File: src/rtl/mbox_bank.sv
module mbox_bank #(
  parameter int NUM_CORES = 4,
  parameter int PER_CORE  = 4,
  parameter int DATA_W    = 32,
  parameter int ADDR_W    = 8,
  parameter int SET_BASE  = 'h80
) (
  input  logic                             clk,
  input  logic                             rst_n,
  input  logic [ADDR_W-1:0]                bus_addr,
  input  logic                             bus_wr,
  input  logic [DATA_W-1:0]                bus_wdata,
  input  logic                             bus_rd,
  output logic [DATA_W-1:0]                bus_rdata,
  output logic [NUM_CORES*PER_CORE-1:0]    mbox_pend
);
  localparam int NUM_MB   = NUM_CORES * PER_CORE;
  localparam int IDX_W    = $clog2(NUM_MB);
  localparam int WIN      = 4 * NUM_MB;
  localparam int CLR_BASE = SET_BASE + WIN;

  logic [DATA_W-1:0] mb [NUM_MB];

  logic              set_hit, clr_hit;
  logic [ADDR_W-1:0] set_off, clr_off;
  logic [IDX_W-1:0]  set_idx, clr_idx;

  assign set_hit = (int'(bus_addr) >= SET_BASE) && (int'(bus_addr) < CLR_BASE);
  assign clr_hit = (int'(bus_addr) >= CLR_BASE) && (int'(bus_addr) < CLR_BASE + WIN);
  assign set_off = bus_addr - ADDR_W'(SET_BASE);
  assign clr_off = bus_addr - ADDR_W'(CLR_BASE);
  assign set_idx = set_off[IDX_W+1:2];
  assign clr_idx = clr_off[IDX_W+1:2];

  assign bus_rdata = (bus_rd && clr_hit) ? mb[clr_idx] : '0;

  for (genvar k = 0; k < NUM_MB; k++) begin : g_mb
    always_ff @(posedge clk) begin
      if (!rst_n)
        mb[k] <= '0;
      else if (bus_wr && set_hit && set_idx == IDX_W'(k))
        mb[k] <= mb[k] | bus_wdata;
      else if (bus_wr && clr_hit && clr_idx == IDX_W'(k))
        mb[k] <= mb[k] & ~bus_wdata;
    end

    assign mbox_pend[k] = |mb[k];

    a_r2_set_or: assert property (@(posedge clk) disable iff (!rst_n)
      (bus_wr && set_hit && set_idx == IDX_W'(k)) |=> ((mb[k] & $past(bus_wdata)) == $past(bus_wdata)));

    a_r3_clr_bits: assert property (@(posedge clk) disable iff (!rst_n)
      (bus_wr && clr_hit && clr_idx == IDX_W'(k)) |=> ((mb[k] & $past(bus_wdata)) == '0));

    a_r9_untouched: assert property (@(posedge clk) disable iff (!rst_n)
      !(bus_wr && ((set_hit && set_idx == IDX_W'(k)) || (clr_hit && clr_idx == IDX_W'(k))))
      |=> $stable(mb[k]));

    a_r6_pend_rise: assert property (@(posedge clk) disable iff (!rst_n)
      (bus_wr && set_hit && set_idx == IDX_W'(k) && bus_wdata != '0) |=> mbox_pend[k]);
  end

  a_r5_set_read_zero: assert property (@(posedge clk) disable iff (!rst_n)
    (!bus_rd || !clr_hit) |-> (bus_rdata == '0));

  a_r7_outside_ignored: assert property (@(posedge clk) disable iff (!rst_n)
    (!set_hit && !clr_hit) |=> $stable(mbox_pend));
endmodule

File: config.mk
export PLATFORM = sky130hd
export DESIGN_NAME = mbox_bank
export DESIGN_NICKNAME = d
export VERILOG_FILES = /design/src/rtl/mbox_bank.sv
export SDC_FILE = /design/constraint.sdc
export NUM_CORES = 1
export LEC_CHECK = 0
export BUFFER_PORTS_ARGS = -buffer_cell sky130_fd_sc_hd__buf_2
export CORE_MARGIN = 4
export CORE_UTILIZATION = 30
export DETAILED_ROUTE_END_ITERATION = 8
export GPL_TIMING_DRIVEN = 0
export PLACE_DENSITY_LB_ADDON = 0.1
export SLEW_MARGIN = 20
export SYNTH_ARGS = -nofsm -noshare
export SYNTH_HDL_FRONTEND = slang
export SYNTH_SLANG_ARGS = --single-unit
File: constraint.sdc
create_clock -name clk -period 3.6 [get_ports clk]
set_input_delay 0.18 -clock clk [delete_from_list [all_inputs] [get_ports clk]]
set_output_delay 0.18 -clock clk [all_outputs]
set_load 0.01 [all_outputs]
==> key figures <==
Power and ir drop
  – Maximum vdd drop: 427 uV
  – Lkg Pwr: 10.4 nW
  – Pwr dens: 460 nW/um^2
  – Total power: 14.8 mW

Worst setup path
  – Max Fanout on Critical Path: 3
  – Crit-path slowest cell: nor4_1
  – Worst Path Arrival: 2.96 ns
  – WS Path Type: reg2out
  – Crit end category: output pin
  – Crit path largest cell delay: 0.78 ns
  – WP data required: 3.42 ns
  – Crit start category: flip-flop
  – Critical path cell sequence: nor4_1 -> nand4_1 -> or2_2 -> buf_2

Floorplan
  – Number of cell rows: 110
  – Vertical die dimension: 311 um
  – Die area: 96700 um^2
  – CORE AREA: 90600 um^2
  – # IOs: 92
  – Chip Width: 311 um
  – Starting density of the core: 0.304

Logic synthesis
  – Avg Cell Area, Syn: 12.0 um^2
  – Asr flop ratio synth: 0
  – Post-synthesis cell count: 2292
  – Dominant cells by area after synthesis: edfxtp_1 56%, nand2b_1 12%, mux4_2 10%, a21oi_1 9.1%, nor4_1 2.9%
  – Area share of the largest cell type after synthesis: 0.558
  – Mapped Nets: 2336
  – Top cells by count, synth: 534 x nand2b_1, 512 x edfxtp_1, 500 x a21oi_1
  – Most used DFF post-synth: edfxtp_1
  – Top cell type by total area after synthesis: edfxtp_1
  – Most common cell in the netlist: nand2b_1
  – Unique masters post-synth: 29
  – Mapped Area: 27500 um^2
  – Register area share after synthesis: 0.558
  – Synth Warn #: 0
  – Number of flops mapped to enable cells by yosys: 512
  – Synthesis-stage register bit count: 512

Clocking
  – CTS tree: built
  – Clk sink count: 512
  – CTS HTree Levels: 2
  – Root Buffer: clkbuf_16
  – Worst-path clk slew: 0.06 ns
  – CTS resizes: 0
  – Clock buffer depth: 3
  – Cts hold-fix bufs: 0
  – Post-CTS setup buffer count: 0
  – Clk Latency, worst-skew pair: 0.62 ns
  – CTS Buf Count: 60

GRT
  – Total GRT Usage: 0.211
  – First-pass GRT wire length: 151 mm
  – Initial antenna violation count: 6
  – Grt ovf: 0
  – Largest net degree at the start of global routing: 33
  – Vias in the first global route: 20.1k

Timing
  – Slew headroom: 0.273
  – Final Hold Viols: 0
  – RSZ-0062 raised after global routing: false
  – Max Freq: 319 MHz
  – Slew Viols, Final: 0
  – Min Tclk post-route: 3.14 ns
  – Final setup viols: 0
  – Slew @ Worst Pin: 1.09 ns
  – Clock skew: 0 ns
  – Setup ws final: 0.462 ns
  – Crit share post-route: 0.872

Detailed routing
  – DR vias/cell: 5.58
  – Met3 wire length: 7.14 mm
  – Detail Route Antenna Nets: 0
  – Max layer used: met5
  – Iter 0 DRT Violations: 2535
  – DRT Pass-1 Iters: 5
  – Vias: 20.6k
  – WL/cell: 28.7 um
  – WL met2: 48.9 mm
  – DRT met1 WL: 47.3 mm
  – Final WL: 106 mm
  – DRC: 0

Finish
  – FILL cells: 8970
  – Layout Area Growth over Synthesis: 17.3%
  – Fin area: 32300 um^2
  – Top Registers: mb: 512 flops
  – Total Nets Final: 2510
  – Most flops, register: mb
  – Max reg flops: 512
  – Share of cells above drive strength 1: 0.184

Status
  – Status: complete, no violations

Placed design
  – DP Area: 30300 um^2
  – GP Congestion: 0.894
  – Detail Placement HPWL: 83.4 mm
  – Pre-CTS setup slack: 0.474 ns
  – Port bufs: 86

Min path
  – Worst Hold Class: in2reg

Run
  – Number of max-cap violations: 0
-- worst paths after layout --
path                                     startpoint                   end  slack [ns]  depth (start not counted)
worst max-delay path            mb[7][13]$_DFFE_PP_          mbox_pend[7]        0.46                          4
worst min-delay path                  bus_wdata[28]  mb[13][28]$_DFFE_PP_        0.06                          3
worst max register to register  mb[0][14]$_DFFE_PP_   mb[0][14]$_DFFE_PP_        2.67                          2
worst min register to register  mb[15][9]$_DFFE_PP_   mb[15][9]$_DFFE_PP_        0.67                          2
-- critical path: cells and delay by family (launching register included) --
family | cells | cell delay (ns)
buffers and inverters | 1 | 0.15
flip-flops | 1 | 0.44
AND/OR/NAND/NOR | 3 | 1.73
-- report_power, final --
group	leakage, nW	total, mW	internal, mW	switching, mW
Clock	0.984	6.40	3.80	2.60
Combinational	4.11	1.43	0.538	0.894
Sequential	5.29	7.01	6.79	0.220
-- stage by stage --
| stage | hold slack, ns | utilization | std cells | TNS, ns |
|---|---|---|---|---|
| after floorplan | 0.438 | - | 2292 | -13.72 |
| after global placement | 0.645 | 0.325 | 3554 | -983.97 |
| after detailed placement | 0.655 | 0.334 | 3580 | 0 |
| after CTS | 0.0105 | 0.356 | 3692 | 0 |
| after global routing | 0.0407 | 0.356 | 3693 | 0 |
| final | 0.0615 | 0.356 | 3696 | 0 |
-- final cells by class --
| type | instances | area (um^2) | area share |
|---|---|---|---|
| Clock buffer | 74 | 1580 | 0.0488 |
| Timing Repair Buffer | 112 | 1090 | 0.0336 |
| Clock inverter | 38 | 437 | 0.0135 |
| Sequential cell | 512 | 15400 | 0.476 |
| Antenna cell | 4 | 10.0 | 0.000310 |
| Buffer | 209 | 1010 | 0.0312 |
| Multi-Input combinational cell | 1571 | 11300 | 0.351 |
| Tap cell | 1176 | 1470 | 0.0456 |
-- cells in the final DEF (no fill, tap or decap), drive strengths merged, types with 3 or more instances in the layout --
cell,n
clkinv,25
nand2,3
o21ai,15
mux4,128
clkbuf,187
buf,208
diode,4
nor3,12
bufinv,10
nand2b,534
nor2,13
nor4,128
nand3,144
a21oi,500
nand4,65
edfxtp,512
or2,17
-- kinds of logic (layout without fill, tap and decap cells) --
| logic type | Yosys count | in the layout | synth area share |
|---|---|---|---|
| AND/OR/NAND/NOR | 928 | 928 | 0.207 |
| flip-flops | 512 | 512 | 0.558 |
| other | 0 | 4 | 0 |
| multiplexers | 128 | 128 | 0.105 |
| buffers and inverters | 209 | 433 | 0.0365 |
| AO/OA/AOI/OAI | 515 | 515 | 0.0936 |
-- layer usage --
layer	vias to the layer above	track usage
met5	-	0
met2	737	0.337
met1	10600	0.299
met3	126	0.0382
li1	9142	-
met4	4	0.0518
Note: power is estimated with default switching activity, not from simulation.
